`config.mk`:
```
export PLATFORM = sky130hd
export DESIGN_NAME = rle_byte_packer
export DESIGN_NICKNAME = d
export VERILOG_FILES = /design/src/rtl/rle_byte_packer.sv
export SDC_FILE = /design/constraint.sdc
export NUM_CORES = 1
export LEC_CHECK = 0
export BUFFER_PORTS_ARGS = -buffer_cell sky130_fd_sc_hd__buf_2
export CAP_MARGIN = 20
export CELL_PAD_IN_SITES_DETAIL_PLACEMENT = 1
export CELL_PAD_IN_SITES_GLOBAL_PLACEMENT = 2
export CORE_MARGIN = 2
export CORE_UTILIZATION = 40
export CTS_CLUSTER_DIAMETER = 30
export DETAILED_ROUTE_END_ITERATION = 12
export PLACE_DENSITY = 0.94
export SYNTH_ARGS = -nofsm -noshare
export SYNTH_HDL_FRONTEND = slang
export SYNTH_SLANG_ARGS = --single-unit
```
`constraint.sdc`:
```
create_clock -name clk -period 10.1 [get_ports clk]
set_input_delay 0.505 -clock clk [delete_from_list [all_inputs] [get_ports clk]]
set_output_delay 0.505 -clock clk [all_outputs]
set_load 0.05 [all_outputs]
```
`src/rtl/rle_byte_packer.sv`:
```
module rle_byte_packer #(
  parameter int GROUPS = 4,
  parameter int GW     = 8
) (
  input  logic                   clk,
  input  logic                   rst_n,
  input  logic [GROUPS-1:0]      grp_off,
  input  logic                   rle_en,
  input  logic                   s_valid,
  output logic                   s_ready,
  input  logic [GROUPS*GW-1:0]   s_data,
  input  logic                   s_last,
  output logic                   m_valid,
  input  logic                   m_ready,
  output logic [GW-1:0]          m_data
);
  localparam int DW = GROUPS * GW;
  localparam int CW = $clog2(GROUPS + 1);

  logic [CW-1:0] n_en;
  logic [DW-1:0] packed_w, top_bit, data_w, max_cnt, cnt_word;

  logic [DW-1:0] run_val, run_cnt, tx_word, tx2_word;
  logic [CW-1:0] tx_idx;
  logic          have_run, flush_pend, tx_busy, tx2_pend;
  logic          accept, fire, same;

  always_comb begin
    n_en     = '0;
    packed_w = '0;
    top_bit  = '0;
    for (int g = 0; g < GROUPS; g++) begin
      if (!grp_off[g]) begin
        packed_w[n_en*GW +: GW] = s_data[g*GW +: GW];
        n_en = n_en + CW'(1);
      end
    end
    if (n_en != '0) top_bit[n_en*GW-1] = 1'b1;
  end

  assign data_w   = rle_en ? (packed_w & ~top_bit) : packed_w;
  assign max_cnt  = top_bit - DW'(1);
  assign cnt_word = top_bit | run_cnt;

  assign s_ready = !tx_busy && !flush_pend;
  assign m_valid = tx_busy;
  assign m_data  = tx_word[GW-1:0];
  assign accept  = s_valid && s_ready;
  assign fire    = m_valid && m_ready;
  assign same    = have_run && (data_w == run_val) && (run_cnt != max_cnt);

  always_ff @(posedge clk) begin
    if (!rst_n) begin
      run_val    <= '0;
      run_cnt    <= '0;
      have_run   <= 1'b0;
      flush_pend <= 1'b0;
      tx_busy    <= 1'b0;
      tx_word    <= '0;
      tx2_word   <= '0;
      tx2_pend   <= 1'b0;
      tx_idx     <= '0;
    end else begin
      if (fire) begin
        if (tx_idx == n_en - CW'(1)) begin
          tx_idx <= '0;
          if (tx2_pend) begin
            tx_word  <= tx2_word;
            tx2_pend <= 1'b0;
          end else begin
            tx_busy <= 1'b0;
          end
        end else begin
          tx_idx  <= tx_idx + CW'(1);
          tx_word <= tx_word >> GW;
        end
      end

      if (accept) begin
        if (!rle_en) begin
          if (n_en != '0) begin
            tx_word <= data_w;
            tx_busy <= 1'b1;
          end
        end else begin
          if (same) begin
            run_cnt <= run_cnt + DW'(1);
          end else begin
            if (have_run && n_en != '0) begin
              tx_word  <= run_val;
              tx2_word <= cnt_word;
              tx2_pend <= (run_cnt != '0);
              tx_busy  <= 1'b1;
            end
            run_val  <= data_w;
            run_cnt  <= '0;
            have_run <= 1'b1;
          end
          flush_pend <= s_last;
        end
      end else if (flush_pend && !tx_busy) begin
        if (n_en != '0) begin
          tx_word  <= run_val;
          tx2_word <= cnt_word;
          tx2_pend <= (run_cnt != '0);
          tx_busy  <= 1'b1;
        end
        have_run   <= 1'b0;
        flush_pend <= 1'b0;
      end
    end
  end
endmodule

```
==> summary.md, run 1 <==
| Metric | Value |
|---|---|
| Status | finished clean |
| RSZ-0062 raised after global routing | false |
| Net switching power | 494 uW |
| FF-to-FF Start | run_val[21] |
| Htree depth | 4 |
| DP HPWL | 21.5 mm |
| Critical Path Sink Type | flop |
| Warnings from Yosys | 0 |
| Pwr Density | 159 mW/mm2 |
| Vias per std cell | a little over 6 |
| Fmax | 0.162 GHz |
| Crit path launch | grp_off[0] |
| CP max stage cell | nor2_4 |
| Grt ovf | 0 |
| Total track usage | 27.0% |
| WS Path Type | input port to flop |
| First-pass DRT Iterations | 5 |
| Number of global-route vias before repair | 8332 |
| Max_cap viols | 0 |
| Slew margin rel. | 25.1% |
| Total number of vias | 8445 |
| Die H | 150 um |
| Clock Skew | 0.0116 ns |
| Clock root cell | clkbuf_16 |
| Pin count of the biggest net entering global routing | 74 |
| Worst-skew pair later-pin latency | roughly 0.43 ns |
| Startpoint Class | input port |
| Fraction of layout cells with a size suffix above 1 | between 10% and 20% |
| Fill cell count | roughly 2600 |
| Clk slew on worst S/H paths | 0.06 ns |
| Final Instance Area | 0.00951 mm2 |
| Syn Inst Count | roughly 1100 |
| Final ANT Viol Nets | 0 |
| PortBufs | about 50 |
| Sink Count | 135 |
| Top cells by count, synth | 149 x nor2_1, 135 x dfxtp_1, 90 x nand2_1 |
| Number of placed I/O pins | 52 |
| Synthesized area | 0.00854 mm2 |
| Hold WC Path Type | input port to flop |
| DRT iter0 DRCs | approximately 640 |
| Final worst path period share | 61.0% |
| Antenna diode count | 0 |
| Minimum clock period | 6.16 ns |
| Area Growth Syn to Fin | 11.3% |
| Peak supply drop | between 0.1 and 0.15 mV |
| Mapped Nets | 1158 |
| DRT Wirelength | 30.2 mm |
| Post-synth top area share | 31.6% |
| Top cells by area, synth | dfxtp_1 32%, nor2_1 6.5%, mux2i_1 6.3% |
| Yosys reg bits | 135 |
| Post-synth EDFFs | 0 |
| Post-synthesis area per instance | about 7.8 um2 |
| # nets final | about 1100 |
| Post-CTS resize count | 0 |
| Clock network power share | roughly 43% |
| Final WS setup | 3.94 ns |
| Initial antenna violation count | 0 |
| Seq/Total Area, Yosys | 31.6% |
| CORE AREA | 0.0210 mm2 |
| Slew Limit Fails | 0 |
| Setup violators final | 0 |
| Die area | roughly 0.023 mm2 |
| First-pass GRT wire length | approximately 47 mm |
| Count of final hold-check violations | 0 |
| CTS Hold Bufs | 0 |
| Fin Setup TNS | 0 ns |
| Rows | 53 |
| Dominant synthesized flop cell | dfxtp_1 |
| Int Pwr | about 1000 uW |
| Net switching fraction of the power | 32.7% |
| Max stage delay on crit path | 0.89 ns |
| Postcts setup bufs | 0 |
| Most frequent CP cell | ha_1 |
| Die Width | 150 um |
| Wire per inst | 22.0 um |
| Final Wtd Congestion | between 0.9 and 1 |
| Combinational share of power | 20.0% |
| Actual slew at the worst max-slew pin | 1.12 ns |
| Req. time, crit path | approximately 10 ns |
| Worst-path cell chain | buf_2 > inv_1 > ha_1 > mux2i_1 > inv_1 > ha_1 > nand2b_1 > nand2_1 > ha_1 > nor2_1 > mux2_4 > nand3_1 > ha_1 > xnor2_1 > nor3_1 > nand3_1 > nor3_1 > a2111oi_4 > nor2_4 > mux2_2 > nor2_1 |
| DRC | 0 |
| DP Worst Slack | 3.38 ns |
| Worst path arrival time | 6.53 ns |
| Initial cell density of the core | 40.6% |
| Clock buffer depth | 2 |
| Async set-reset flop share out of synthesis | 0% |
| CP Max Fanout | 30 |
| Area of placed instances | 0.00885 mm2 |
| Leakage power | 0.00347 uW |
| Count of cell types in the netlist | 71 |
| CTS tree | built |
| Hold Startpoint | s_last |
| Reg power frac | 37.0% |
| Hold WS | 0.374 ns |
| Overall Power | 1510 uW |
| Yosys top cell by area | dfxtp_1 |
| Most common cell in the netlist | nor2_1 |
| CTS Buf Count | 17 |
## placed cells by master, fill, tap and decap left out, drive strengths merged, types with 3 or more instances in the layout
cell / n
buf: 63
a31oi: 18
o31a: 3
dfxtp: 135
ha: 20
nand3b: 5
a211o: 4
nor2: 149
mux2: 6
and2: 7
a22o: 5
a21oi: 70
a22oi: 55
nand3: 39
nor3: 22
nor4: 11
xnor2: 37
o22ai: 7
nor2b: 5
nor4bb: 4
a21o: 3
nand2: 90
nor3b: 3
nand2b: 12
mux2i: 54
xor2: 26
or2: 3
o311ai: 30
o211ai: 4
clkbuf: 19
o21ai: 63
clkinv: 3
and4: 3
nand4: 41
and3: 10
inv: 35
## power groups by stage
| stage | clock network [uW] | registers [uW] | logic (uW) |
|---|---|---|---|
| floorplan | 0 | 566 | 211 |
| finish | 650 | 559 | 302 |
| global route | 677 | 560 | 327 |
| CTS | 654 | 558 | 294 |
| detailed placement | 0 | 570 | 292 |
| global placement | 0 | 569 | 285 |
## kinds of logic after synthesis
kind of cell,after synthesis,synth area share [%]
adder cells (fa/ha/maj),21,3.16
flip-flops,135,31.6
buffers and inverters,120,6.08
AO/OA/AOI/OAI,283,21.8
multiplexers,60,7.16
XOR/XNOR,64,6.94
AND/OR/NAND/NOR,412,23.3
## routing by layer
metal,GRT usage [%],wire [um]
met1,37.0,13800
met2,42.7,13600
met3,4.18,1700
met4,10.7,1080
met5,0,0
## state kept, by name, summed over array words and instances (netlist names)
register and cells:
run_cnt 32, run_val 32, tx2_word 32, tx_word 32
tx_idx 3, flush_pend 1, have_run 1, m_valid 1
tx2_pend 1
## final timing paths
path                                     to  slack, ns  depth (start not counted)
worst max-delay path            run_val[19]       3.94                         21
worst min-delay path             flush_pend       0.37                          3
worst max register to register  tx_word[17]       5.98                         10
worst min register to register  tx2_word[7]       0.47                          2
## final cells by class
class	count	area [um2]	share of cell area, %
clock buffer	19	443	4.66
clock inverter	13	158	1.66
inverter	28	105	1.11
multi-input combinational	840	5350	56.3
sequential	135	2700	28.4
tap	275	344	3.62
timing repair buffer	63	405	4.26
## critical path: cells and delay by family
family,cells,cell delay (ns)
buf+inv,3,0.62
simple gates,9,2.61
mux,3,1.05
compound gates,1,0.26
fa+ha+maj,4,1.30
xor+xnor,1,0.13
## per-stage QoR
stage | cells | utilization (%)
after global placement | 1338 | 42.0
after CTS | 1371 | 45.0
after floorplan | 1095 | -
final | 1373 | 45.2
after global routing | 1373 | 45.2
after detailed placement | 1339 | 42.1
No activity file was read; power rests on OpenSTA's default activity.
==> run 2, diff against run 1 <==
--- a/config.mk
+++ b/config.mk
@@ -10,10 +10,10 @@
 export CELL_PAD_IN_SITES_DETAIL_PLACEMENT = 1
 export CELL_PAD_IN_SITES_GLOBAL_PLACEMENT = 2
 export CORE_MARGIN = 2
-export CORE_UTILIZATION = 40
+export CORE_UTILIZATION = 37
 export CTS_CLUSTER_DIAMETER = 30
 export DETAILED_ROUTE_END_ITERATION = 12
-export PLACE_DENSITY = 0.94
+export PLACE_DENSITY = 0.88
 export SYNTH_ARGS = -nofsm -noshare
 export SYNTH_HDL_FRONTEND = slang
 export SYNTH_SLANG_ARGS = --single-unit
==> constraint.sdc (replaced) <==
create_clock -name clk -period 6 [get_ports clk]
set_input_delay 0.3 -clock clk [delete_from_list [all_inputs] [get_ports clk]]
set_output_delay 0.3 -clock clk [all_outputs]
set_load 0.05 [all_outputs]
==> run 2 against run 1 <==
Cell area down 0.36%; utilization down 3.4 points; wire length down 0.60%; sequential power up 68%; die area up 7.9%; non-clock buffer count up 10; clock-buffer cell count down 1; first-iteration DRC count up 0.63%; flip-flop and latch count unchanged; cell count up 1.4%.
==> summary.md, run 2 (synthesis gave the netlist of run 1 again) <==
| Metric | Value |
|---|---|
| Status | finished clean (unchanged) |
| Peak supply drop | 0.142 mV (was 0.139 mV) |
| Most common cell after layout, fill and taps aside | nor2_1 (unchanged) |
| Net switching fraction of the power | 33.5% (was 32.7%) |
| DRT iter0 DRCs | 640 (was 636) |
| Total number of vias | 8329 (was 8445) |
| Final Wtd Congestion | 0.894 (was 0.901) |
| Slew margin rel. | 26.1% (was 25.1%) |
| Combinational share of power | 21.2% (was 20.0%) |
| Area Growth Syn to Fin | 10.9% (was 11.3%) |
| Final worst path period share | 90.3% |
| Int Pwr | 1610 uW (was 1020 uW) |
| Final WS setup | 0.585 ns (was 3.94 ns) |
| Die Width | 156 um (was 150 um) |
| Grt ovf | 0 (unchanged) |
| DP Worst Slack | 0.260 ns (was 3.38 ns) |
| Clock root cell | clkbuf_16 (unchanged) |
| Initial antenna violation count | 0 (unchanged) |
| CTS Hold Bufs | 0 (unchanged) |
| DRT Wirelength | 30.0 mm (was 30.2 mm) |
| WS Path Type | input port to flop (unchanged) |
| PortBufs | 51 (unchanged) |
| Most frequent cells in the layout | 147 x nor2_1, 135 x dfxtp_1, 90 x nand2_1 (unchanged) |
| Leakage power | 0.00345 uW (was 0.00347 uW) |
| Fraction of layout cells with a size suffix above 1 | 11.3% (was 10.7%) |
| Minimum clock period | between 5 and 6 ns |
| Die H | 156 um (was 150 um) |
| Postcts setup bufs | 0 (unchanged) |
| Fill cell count | 2750 (was 2571) |
| Setup violators final | 0 (unchanged) |
| Max_cap viols | 0 (unchanged) |
| # nets final | 1158 (was 1148) |
| Number of placed I/O pins | 52 (unchanged) |
| Sink Count | 135 (unchanged) |
| Net switching power | 809 uW (was 494 uW) |
| Reg power frac | 38.9% (was 37.0%) |
| DP HPWL | 22.0 mm (was 21.5 mm) |
| CORE AREA | 0.0226 mm2 (was 0.0210 mm2) |
| Worst-skew pair later-pin latency | 0.43 ns (about the same) |
| Worst path arrival time | 5.77 ns (was 6.53 ns) |
| Count of final hold-check violations | 0 (unchanged) |
| Total track usage | 25.2% (was 27.0%) |
| Antenna diode count | 0 (unchanged) |
| Startpoint Class | input port (unchanged) |
| Slew Limit Fails | 0 (unchanged) |
| RSZ-0062 raised after global routing | false (unchanged) |
| Post-CTS resize count | 0 (unchanged) |
| Pin count of the biggest net entering global routing | 64 (was 74) |
| Layout Cells excl Fill | 1392 (was 1373) |
| DRC | 0 (unchanged) |
| Clock network power share | 39.9% (was 43.0%) |
| Clk slew on worst S/H paths | 0.06 ns (about the same) |
| Wire per inst | 21.6 um (was 22.0 um) |
| CP Max Fanout | 30 (unchanged) |
| Req. time, crit path | 6.36 ns (was 10.46 ns) |
| Die area | 0.0243 mm2 (was 0.0225 mm2) |
| Hold WC Path Type | input port to flop (unchanged) |
| First-pass DRT Iterations | 7 (was 5) |
| Clock buffer depth | 2 (unchanged) |
| Critical Path Sink Type | flop (unchanged) |
| Fmax | 0.185 GHz |
| First-pass GRT wire length | 47.8 mm (was 47.0 mm) |
| Fin Setup TNS | 0 ns (unchanged) |
| Htree depth | 4 (unchanged) |
| Actual slew at the worst max-slew pin | 1.11 ns (was 1.12 ns) |
| Number of global-route vias before repair | 8328 (was 8332) |
| CTS Buf Count | 17 (unchanged) |
| Placed insts | 1361 (was 1339) |
| Clock Skew | 0.0113 ns (was 0.0116 ns) |
| Pwr Density | 255 mW/mm2 (was 159 mW/mm2) |
| Final ANT Viol Nets | 0 (unchanged) |
| Vias per std cell | 5.98 (was 6.15) |
| Initial cell density of the core | 37.7% (was 40.6%) |
| CTS tree | built (unchanged) |
| Rows | 55 (was 53) |
-- run 2: cell types whose count changed in the layout (fill, tap and decap cells not counted) --
| cell | delta |
|---|---|
| a21boi_1 | +1 |
| a21boi_2 | -1 |
| buf_12 | +1 |
| buf_16 | -3 |
| buf_4 | +12 |
| bufinv_16 | -2 |
| clkbuf_8 | -1 |
| clkinv_2 | +2 |
| clkinv_4 | +1 |
| clkinvlp_4 | +3 |
| inv_6 | -3 |
| inv_8 | -1 |
-- run 2: cell type report --
type | count | area [um2] | area share [%]
multi-input cells | 840 | 5350 | 56.4
flip-flops and latches | 135 | 2700 | 28.5
clock buffers | 18 | 429 | 4.53
repair buffers | 73 | 433 | 4.57
inverters | 28 | 105 | 1.11
clock inverters | 13 | 101 | 1.07
well taps | 285 | 357 | 3.76
-- run 2: per-layer routing --
metal  vias to the layer above  track usage, %  share of wire (%)
li1                       3967               -                  -
met1                      4110            35.1                 48
met2                       205            40.3                 46
met3                        47            2.94                4.2
met4                         0            8.78                2.4
met5                         -               0                  0
-- run 2: stage by stage --
stage | util [%] | hold WS (ns) | power (uW) | instance area, um2
finish | 41.8 | 0.107 | 2420 | 9470
global route | 41.8 | 0.151 | 2510 | 9470
CTS | 41.8 | 0.103 | 2430 | 9470
detailed placement | 39.5 | 0.454 | 1460 | 8940
global placement | 39.5 | 0.442 | 1450 | 8940
floorplan | - | 0.432 | 1310 | 8540
-- run 2: worst paths after layout --
check,start,end,slack [ns],cells past startpoint
worst max-delay path,grp_off[0],run_val[23],0.58,18
worst min-delay path,s_last,flush_pend,0.11,3
worst max register to register,run_val[25],tx2_word[8],2.35,11
worst min register to register,tx2_word[23],tx2_word[23],0.46,2
-- run 2: power by group through the flow --
stage	registers, uW	clock network (uW)	logic, uW
floorplan	952	0	355
global placement	959	0	495
detailed placement	959	0	504
CTS	940	981	507
global route	942	1010	556
finish	940	964	514
-- run 2: worst max-delay path, cell delays in order --
cell	delay, ns
buf_2	0.22
fa_1	0.81
ha_1	0.36
nand2b_1	0.28
nand2_1	0.19
ha_1	0.30
nor2_1	0.18
mux2_4	0.21
nand3_1	0.17
ha_1	0.36
xnor2_1	0.14
nor3_1	0.19
nand3_1	0.10
nor3_1	0.35
a2111oi_4	0.20
nor2_4	0.88
mux2_2	0.42
nor2_1	0.09
